===== src/rtl/dac_fe_pkg.sv =====
package dac_fe_pkg;

    // Data format selected by the twos_mode pin.
    typedef enum logic {
        FMT_OFFSET = 1'b0,
        FMT_TWOS   = 1'b1
    } data_fmt_e;

    // Decoded active-high strobes for one clock cycle.
    typedef struct packed {
        logic wr_en;
        logic ld_en;
        logic clr_en;
    } strobe_t;

    function automatic strobe_t decode_strobes(
        input logic sel_n,
        input logic wr_n,
        input logic load_n,
        input logic clear_n
    );
        strobe_t s;
        s.wr_en  = ~sel_n & ~wr_n;
        s.ld_en  = ~load_n;
        s.clr_en = ~clear_n;
        return s;
    endfunction

endpackage


===== src/rtl/dac_fe_inreg.sv =====
module dac_fe_inreg
    import dac_fe_pkg::*;
#(
    parameter int unsigned NUM_CH = 8,
    parameter int unsigned DATA_W = 14,
    parameter int unsigned ADDR_W = 3
) (
    input  logic                           clk,
    input  logic                           rst,
    input  logic                           wr_en,
    input  logic [ADDR_W-1:0]              addr,
    input  logic [DATA_W-1:0]              data,
    input  data_fmt_e                      fmt,
    output logic [NUM_CH-1:0][DATA_W-1:0]  in_d,
    output logic [NUM_CH-1:0][DATA_W-1:0]  in_q
);

    localparam logic [DATA_W-1:0] MID_CODE = DATA_W'(1) << (DATA_W - 1);

    logic [NUM_CH-1:0] hit;
    logic [DATA_W-1:0] conv_word;

    // One address comparator per channel.
    for (genvar ch = 0; ch < NUM_CH; ch++) begin : g_decode
        assign hit[ch] = wr_en && (addr == ADDR_W'(ch));
    end

    always_comb begin
        // Two's complement to offset binary: invert the sign bit.
        conv_word = (fmt == FMT_TWOS) ? (data ^ MID_CODE) : data;
        for (int ch = 0; ch < NUM_CH; ch++) begin
            in_d[ch] = hit[ch] ? conv_word : in_q[ch];
        end
    end

    always_ff @(posedge clk) begin
        if (rst) begin
            for (int ch = 0; ch < NUM_CH; ch++) begin
                in_q[ch] <= MID_CODE;
            end
        end else begin
            in_q <= in_d;
        end
    end

endmodule


===== src/rtl/dac_fe_dacreg.sv =====
module dac_fe_dacreg #(
    parameter int unsigned NUM_CH = 8,
    parameter int unsigned DATA_W = 14
) (
    input  logic                           clk,
    input  logic                           rst,
    input  logic                           ld_en,
    input  logic [NUM_CH-1:0][DATA_W-1:0]  src_d,
    output logic [NUM_CH-1:0][DATA_W-1:0]  dac_q
);

    localparam logic [DATA_W-1:0] MID_CODE = DATA_W'(1) << (DATA_W - 1);

    logic [NUM_CH-1:0][DATA_W-1:0] dac_d;

    // The next input-register value is the source, so a word written on a
    // load edge reaches the output register on that same edge.
    always_comb begin
        for (int ch = 0; ch < NUM_CH; ch++) begin
            dac_d[ch] = ld_en ? src_d[ch] : dac_q[ch];
        end
    end

    always_ff @(posedge clk) begin
        if (rst) begin
            for (int ch = 0; ch < NUM_CH; ch++) begin
                dac_q[ch] <= MID_CODE;
            end
        end else begin
            dac_q <= dac_d;
        end
    end

endmodule


===== src/rtl/dac_fe_outmux.sv =====
module dac_fe_outmux #(
    parameter int unsigned NUM_CH = 8,
    parameter int unsigned DATA_W = 14
) (
    input  logic                           clk,
    input  logic                           rst,
    input  logic                           clr_en,
    input  logic [NUM_CH-1:0][DATA_W-1:0]  dac_q,
    output logic [NUM_CH*DATA_W-1:0]       code_out,
    output logic                           clr_q
);

    localparam logic [DATA_W-1:0] MID_CODE = DATA_W'(1) << (DATA_W - 1);

    logic clr_d;

    always_comb begin
        clr_d = clr_en;
    end

    always_ff @(posedge clk) begin
        if (rst) begin
            clr_q <= 1'b0;
        end else begin
            clr_q <= clr_d;
        end
    end

    // Override per channel; the stored code is untouched.
    for (genvar ch = 0; ch < NUM_CH; ch++) begin : g_ovr
        assign code_out[ch*DATA_W +: DATA_W] = clr_q ? MID_CODE : dac_q[ch];
    end

endmodule


===== src/rtl/octal_dac_frontend.sv =====
module octal_dac_frontend
    import dac_fe_pkg::*;
#(
    parameter int unsigned NUM_CH = 8,
    parameter int unsigned DATA_W = 14,
    localparam int unsigned ADDR_W = $clog2(NUM_CH),
    localparam int unsigned BUS_W  = NUM_CH * DATA_W
) (
    input  logic              clk,
    input  logic              rst,
    input  logic              sel_n,
    input  logic              wr_n,
    input  logic [ADDR_W-1:0] addr,
    input  logic [DATA_W-1:0] data,
    input  logic              twos_mode,
    input  logic              load_n,
    input  logic              clear_n,
    output logic [BUS_W-1:0]  ch_code,
    output logic              clr_active
);

    strobe_t   stb;
    data_fmt_e fmt;

    logic [NUM_CH-1:0][DATA_W-1:0] in_d;
    logic [NUM_CH-1:0][DATA_W-1:0] in_q;
    logic [NUM_CH-1:0][DATA_W-1:0] dac_q;

    always_comb begin
        stb = decode_strobes(sel_n, wr_n, load_n, clear_n);
        fmt = twos_mode ? FMT_TWOS : FMT_OFFSET;
    end

    dac_fe_inreg #(
        .NUM_CH (NUM_CH),
        .DATA_W (DATA_W),
        .ADDR_W (ADDR_W)
    ) u_inreg (
        .clk   (clk),
        .rst   (rst),
        .wr_en (stb.wr_en),
        .addr  (addr),
        .data  (data),
        .fmt   (fmt),
        .in_d  (in_d),
        .in_q  (in_q)
    );

    dac_fe_dacreg #(
        .NUM_CH (NUM_CH),
        .DATA_W (DATA_W)
    ) u_dacreg (
        .clk   (clk),
        .rst   (rst),
        .ld_en (stb.ld_en),
        .src_d (in_d),
        .dac_q (dac_q)
    );

    dac_fe_outmux #(
        .NUM_CH (NUM_CH),
        .DATA_W (DATA_W)
    ) u_outmux (
        .clk      (clk),
        .rst      (rst),
        .clr_en   (stb.clr_en),
        .dac_q    (dac_q),
        .code_out (ch_code),
        .clr_q    (clr_active)
    );

endmodule


===== config.mk =====
export PLATFORM = sky130hd
export DESIGN_NAME = octal_dac_frontend
export DESIGN_NICKNAME = d
export VERILOG_FILES = /design/src/rtl/dac_fe_pkg.sv /design/src/rtl/dac_fe_inreg.sv /design/src/rtl/dac_fe_dacreg.sv /design/src/rtl/dac_fe_outmux.sv /design/src/rtl/octal_dac_frontend.sv
export SDC_FILE = /design/constraint.sdc
export NUM_CORES = 1
export LEC_CHECK = 0
export BUFFER_PORTS_ARGS = -buffer_cell sky130_fd_sc_hd__buf_2
export CAP_MARGIN = 20
export CORE_ASPECT_RATIO = 0.8
export CORE_MARGIN = 5
export CORE_UTILIZATION = 45
export CTS_CLUSTER_DIAMETER = 120
export DETAILED_ROUTE_END_ITERATION = 7
export PLACE_DENSITY = 0.64
export SETUP_SLACK_MARGIN = 0.05
export SKIP_CTS_REPAIR_TIMING = 1
export SLEW_MARGIN = 20
export SYNTH_ARGS = -nofsm -noshare
export SYNTH_HDL_FRONTEND = slang
export SYNTH_HIERARCHICAL = 1
export SYNTH_SLANG_ARGS = --single-unit
export TNS_END_PERCENT = 30

===== constraint.sdc =====
create_clock -name clk -period 1.7 [get_ports clk]
set_input_delay 0.34 -clock clk [delete_from_list [all_inputs] [get_ports clk]]
set_output_delay 0.34 -clock clk [all_outputs]
set_load 0.02 [all_outputs]

Word level (Yosys, flattened, before mapping). Cells that the tools add are included. W data, S select, Z words.

Equality and inequality tests: 7. Multiplexer cells: 18. Bitwise operators: 5. Reductions and logical operators: 9.

Operators by type and width (number): $mux W14 (17); $eq A3 B3 Y1 const B (4); $logic_and A1 B1 Y1 (8); $eq A3 B2 Y1 const B (2); $not A1 Y1 (4); $eq A3 B1 Y1 const B (1); $logic_not A3 Y1 (1); $and A1 B1 Y1 (1); $mux W1 (1).

Bits in registers: 225. Input port bits: 24. Output and inout port bits: 113. Word-level logic and storage cells: 56.

Longest topological paths before layout.
Depth in word-level cells: 4. Gate-level depth with buffers: 8. Depth with buffers taken out: 5.

Cells and area by module. Netlist, hierarchy kept.

By module, submodules not included: dac_fe_inreg (times used 1, cells an instance 386, area each 4679.5 µm², sequential area each 2242.2 µm²); dac_fe_dacreg (times used 1, cells an instance 361, area each 4086.4 µm², sequential area each 2242.2 µm²); dac_fe_outmux (times used 1, cells an instance 126, area each 789.5 µm², sequential area each 20.0 µm²); octal_dac_frontend (times used 1, cells an instance 3, area each 11.3 µm², sequential area each 0.0 µm²).

Worst setup path before layout. No wires, ideal clock.

Path type: input-to-reg. Start: input sel_n. End: register u_dacreg/dac_q[11] (netlist bit). Setup time: 0.128 ns. Arrival: 1.650 ns. Data required time: 1.572 ns. Slack: -0.078 ns. Stages: 7. Path buffers: 2. Path through: nor2_1 > buf_4 > nor4b_4 > buf_6 > mux2_4 > mux2i_1 > nor2_1.

RTL lines: start: declaration (RTL line octal_dac_frontend.sv:11) `input logic sel_n,`; end signal: indexed assignment (RTL line dac_fe_dacreg.sv:27) `dac_q[ch] <= MID_CODE;`; end signal: assignment (RTL line dac_fe_dacreg.sv:30) `dac_q <= dac_d;`; end: declaration (RTL line dac_fe_dacreg.sv:9) `output logic [NUM_CH-1:0][DATA_W-1:0] dac_q`.

Final worst setup path.
Start: register u_outmux.clr_q. End: output ch_code[54].

Longest elaborated chain between the ends: 1.

RTL lines: start: declaration (RTL line dac_fe_outmux.sv:10) `output logic clr_q`; start signal: assignment (RTL line dac_fe_outmux.sv:25) `clr_q <= clr_d;`; $mux W14 (RTL line dac_fe_outmux.sv:31) `assign code_out[ch*DATA_W +: DATA_W] = clr_q ? MID_CODE : dac_q[ch];`; end: declaration (RTL line octal_dac_frontend.sv:18) `output logic [BUS_W-1:0] ch_code,`.

Every way passes these cells.

==> results.md <==
Timing:
- The worst hold margin is ~0.091 ns.
- The accumulated negative setup slack is -6.61 ns.
- For the pin with the worst max-slew slack, the measured transition is 0.368 ns.
- For this run, the top clock speed supported by timing is around 0.54 GHz.
- Counting I/O delays and the setup requirement, the final critical path takes roughly 1.9 ns.
- The setup skew after layout is 0.00971 ns.
- The max-slew violation count came to 0.
- Setup repair after global routing could not meet its margin everywhere.
- Setup violations remaining at the end of the flow were counted as 95.
- Dividing the final minimum period by the clock period gives 109%.
- The worst slew margin relative to its limit is ~75%.
- The final number of hold-violating endpoints is 0.
- The worst setup margin is -0.157 ns.

Placed design:
- The count of input and output buffers is ~140.
- The cell count after placement is approximately 1.2k.
- Routability-driven placement finished with a final weighted congestion of between 0.7 and 0.8.
- The half-perimeter wire length after placement is between 10 and 15 mm.
- The placed instances occupy a cell area of ~11000 um2.

Layout:
- The total area of sequential cells is ~4500 um2.
- Once layout is complete, the cells apart from fillers number 1302.
- Summing all multi-input logic gate instances after layout gives roughly 4700 um2.
- The total number of nets in the final design is about 1.0k.
- Cells with a size suffix above 1 make up between 30% and 40% of the layout.
- The filler cells instantiated in the layout total around 1.8k.
- The growth of design area from synthesis to finish is 25.6%.
- The area of all placed cells without fillers is approximately 12000 um2.

Setup path:
- Traced cell by cell, the critical path runs through buf_12 > buf_16 > nor2b_1 > buf_4.
- Along the worst path, the maximum fanout reaches 12.
- The cell family contributing the most delay on the critical path is buffers and inverters.
- Data arrives at the worst endpoint at about 1.5 ns.
- The slowest stage of the critical path belongs to the cell sky130_fd_sc_hd__dfxtp_4.
- For the worst flop-to-flop path, the logic depth is 3.
- The capture point of the worst reg-to-reg path is u_dacreg/dac_q[109]$_SDFFE_PP0P_.
- Counting buffers and inverters, the worst setup path is 4 cells deep.
- The worst reg2reg path startpoint is u_inreg/in_q[109]$_SDFF_PP0_.
- The reg2reg setup slack is roughly 0.76 ns.
- The startpoint type of the worst setup path is a flop.
- The endpoint type of the worst setup path is an output port.
- By startpoint and endpoint, the worst setup path is classified as flop to output port.
- Counting both buffers and inverters, the worst setup path holds a total of 3.
- STA puts the critical path data required time at about 1.4 ns.
- The largest stage delay on the critical path is 0.41 ns.

Power:
- Summed over all cells, the static leakage comes to 5.50 nW.
- The worst-case IR drop observed on VDD is 0.679 mV.
- Power comes to ~11 mW.
- Power spread over the standard cell area amounts to between 900 and 1000 nW/um2.

Synthesis:
- The synthesized design spends more area on one cell type than any other, namely sky130_fd_sc_hd__dfxtp_1.
- Synthesis produced a netlist whose cell count is between 800 and 900.
- The register bit count reported by yosys is 225.
- Of the post-synthesis cell area, the dominant cell type holds between 40% and 50%.
- After synthesis, the netlist uses 26 different library cells.
- The number of nets in the synthesized netlist is 900.
- The number of flops mapped to enable cells by yosys is 0.
- The number of warning messages in the yosys log is 6.
- Sequential cells were found to cover 47.1% of the synthesized design area.
- After synthesis, the mean cell area works out to about 11 um2.
- Counting flops with an async set or reset pin after synthesis yields a share of 0%.
- The most used flip-flop cell after synthesis is sky130_fd_sc_hd__dfxtp_1.
- By instance count, the leading cell after synthesis is sky130_fd_sc_hd__dfxtp_1.
- Counting instances in the post-synthesis netlist gives the leading cell types as sky130_fd_sc_hd__dfxtp_1 (225), sky130_fd_sc_hd__nor2_1 (113), sky130_fd_sc_hd__nor2b_1 (112).
- The synthesized netlist occupies a cell area of between 9000 and 10000 um2.
- Sorting the synthesized cells by area gives the leading types as sky130_fd_sc_hd__dfxtp_1 (47%), sky130_fd_sc_hd__mux2i_1 (11%), sky130_fd_sc_hd__mux2_2 (7.4%).

Routing:
- The initial DRC count is approximately 300.
- The number of iterations in the first detailed-routing pass is 6.
- After detailed routing, the number of vias per cell comes to roughly 4.9.
- The final routed DRC violation total is 0.
- The total detailed-routing wirelength is between 20 and 25 mm.
- After detailed routing, the average wire length per cell comes to roughly 17 um.
- The total via count in the routed design is ~6.3k.
- The residual antenna-violating net count after detailed routing is 0.

Die:
- Measured along the x axis, the die boundary spans approximately 170 um.
- The count of pins on the block boundary is ~140.
- The floorplan step set the die height to between 100 and 150 um.
- The die covers roughly 24000 um2.
- The initial cell density of the core is roughly 46%.
- The initialized floorplan defines 47 standard-cell rows.
- In this run the standard cell core region covers about 21000 um2.

Hold path:
- The startpoint of the lowest-slack hold path is clear_n.
- The class of the most critical hold timing path is primary input to flop.
- The sink of the worst hold path is u_outmux/clr_q$_SDFF_PP0_.
- Counting instances, the worst hold path has a depth of 3.

GRT:
- The total overflow left after global routing is 0.
- Entering global routing, the biggest net connects 60 pins.
- The first-pass GRT wire length is 34.4 mm.
- The global-route usage over all layers is 17.5%.
- The number of global-route vias before repair is between 6k and 7k.
- The initial antenna violation count is 2.

Clock tree:
- The longest clock path from root to sink contains 3 buffers.
- The clock tree from TritonCTS is done.
- The depth of the CTS H-tree is 1.
- After clock tree synthesis, the clock-pin slew on the worst setup and hold paths is roughly 0.06 ns.
- The later pin in the worst-skew pair is clocked with a latency of about 0.50 ns.
- TritonCTS created 23 clock buffers.
- The cell sitting at the root of the clock tree is a sky130_fd_sc_hd__clkbuf_16.
- The number of clock sinks seen by CTS is 225.

Run:
- The tool flagged a number of max-cap violations equal to 0.

Status:
- The final reports fail on setup timing.
- The flow ran to the end, but the final reports show violations.
## registers in the layout, summed over array words and instances (netlist names)
name / cells
u_inreg/in_q: 112
u_outmux/clr_q: 1
u_dacreg/dac_q: 112
## power by group
| part | switching, mW | internal [mW] | leakage (nW) |
|---|---|---|---|
| Clock | 2.01 | 3.15 | 0.388 |
| Combinational | 0.489 | 0.371 | 3.29 |
| Sequential | 0.0335 | 5.34 | 1.82 |
| Total | 2.53 | 8.86 | 5.50 |
## routing by layer
metal / global-route usage [%] / wire length (um)
met4: 3.23 / 295
met2: 29.0 / 10500
met1: 24.2 / 10700
met3: 3.50 / 1280
met5: 0 / 11
## cell families after synthesis
logic type,after synthesis,share of synthesized area (%)
AO/OA/AOI/OAI,20,1.46
XOR/XNOR,1,0.0916
buffers and inverters,68,5.77
flip-flops,225,47.1
multiplexers,208,24.4
AND/OR/NAND/NOR,354,21.2
## worst min-delay path, stage by stage
cell,delay (ns)
sky130_fd_sc_hd__buf_2,0.07
sky130_fd_sc_hd__inv_1,0.02
sky130_fd_sc_hd__nor2b_1,0.11
## how the worst max path moves through the flow
stage / start / to / slack (ns)
6_report: u_outmux/clr_q$_SDFF_PP0_ / ch_code[54] / -0.16
5_1_grt: u_outmux/clr_q$_SDFF_PP0_ / ch_code[63] / -0.22
4_1_cts: u_outmux/clr_q$_SDFF_PP0_ / ch_code[111] / -0.25
3_5_place_dp: sel_n / u_dacreg/dac_q[0]$_SDFFE_PP0P_ / -0.11
3_3_place_gp: sel_n / u_dacreg/dac_q[2]$_SDFFE_PP0P_ / -0.07
2_1_floorplan: sel_n / u_dacreg/dac_q[11]$_SDFFE_PP0P_ / -0.03
## placed cells by master, fill, tap and decap left out
cell,synthesis,final
sky130_fd_sc_hd__buf_2,13,49
sky130_fd_sc_hd__nor4b_4,1,1
sky130_fd_sc_hd__inv_2,0,1
sky130_fd_sc_hd__or2_1,8,6
sky130_fd_sc_hd__buf_8,0,1
sky130_fd_sc_hd__nand4b_4,3,3
sky130_fd_sc_hd__mux2_4,32,32
sky130_fd_sc_hd__dfxtp_1,225,224
sky130_fd_sc_hd__inv_6,0,2
sky130_fd_sc_hd__and2_1,108,108
sky130_fd_sc_hd__nand4_4,1,1
sky130_fd_sc_hd__nor2b_1,112,79
sky130_fd_sc_hd__nand2_1,4,4
sky130_fd_sc_hd__clkbuf_16,0,25
sky130_fd_sc_hd__clkbuf_1,22,5
sky130_fd_sc_hd__mux2_1,9,9
sky130_fd_sc_hd__o211ai_1,4,4
sky130_fd_sc_hd__mux2_2,63,63
sky130_fd_sc_hd__and4bb_1,3,3
sky130_fd_sc_hd__bufinv_16,0,2
sky130_fd_sc_hd__nor2_4,0,1
sky130_fd_sc_hd__inv_1,3,1
sky130_fd_sc_hd__nor2_1,113,112
sky130_fd_sc_hd__diode_2,0,1
sky130_fd_sc_hd__buf_12,11,21
sky130_fd_sc_hd__nor2b_2,0,14
sky130_fd_sc_hd__a211o_1,8,8
sky130_fd_sc_hd__dfxtp_4,0,1
sky130_fd_sc_hd__nor2b_4,0,19
sky130_fd_sc_hd__inv_4,0,1
sky130_fd_sc_hd__buf_4,1,77
sky130_fd_sc_hd__buf_6,13,29
sky130_fd_sc_hd__clkbuf_8,0,8
sky130_fd_sc_hd__o21ai_0,8,8
sky130_fd_sc_hd__buf_16,0,1
sky130_fd_sc_hd__or2_4,0,2
sky130_fd_sc_hd__xnor2_1,1,1
sky130_fd_sc_hd__and2b_4,1,1
sky130_fd_sc_hd__clkinv_2,0,1
sky130_fd_sc_hd__mux2i_1,104,104
## layout make-up
cell class	instances	area share, %
Sequential cell	225	37.5
Multi-Input combinational cell	583	39.1
Clock buffer	36	5.86
Inverter	3	0.135
Tap cell	269	2.80
Timing Repair Buffer	180	13.8
Antenna cell	1	0.0208
Clock inverter	5	0.667
## stage by stage
step / worst slack, ns / utilization (%)
4_1_cts: -0.249 / 54.4
6_report: -0.157 / 57.7
2_1_floorplan: -0.0309 / -
3_3_place_gp: -0.0730 / 50.7
3_5_place_dp: -0.110 / 50.7
5_1_grt: -0.219 / 57.7
Power figures use the tool's default switching activity.
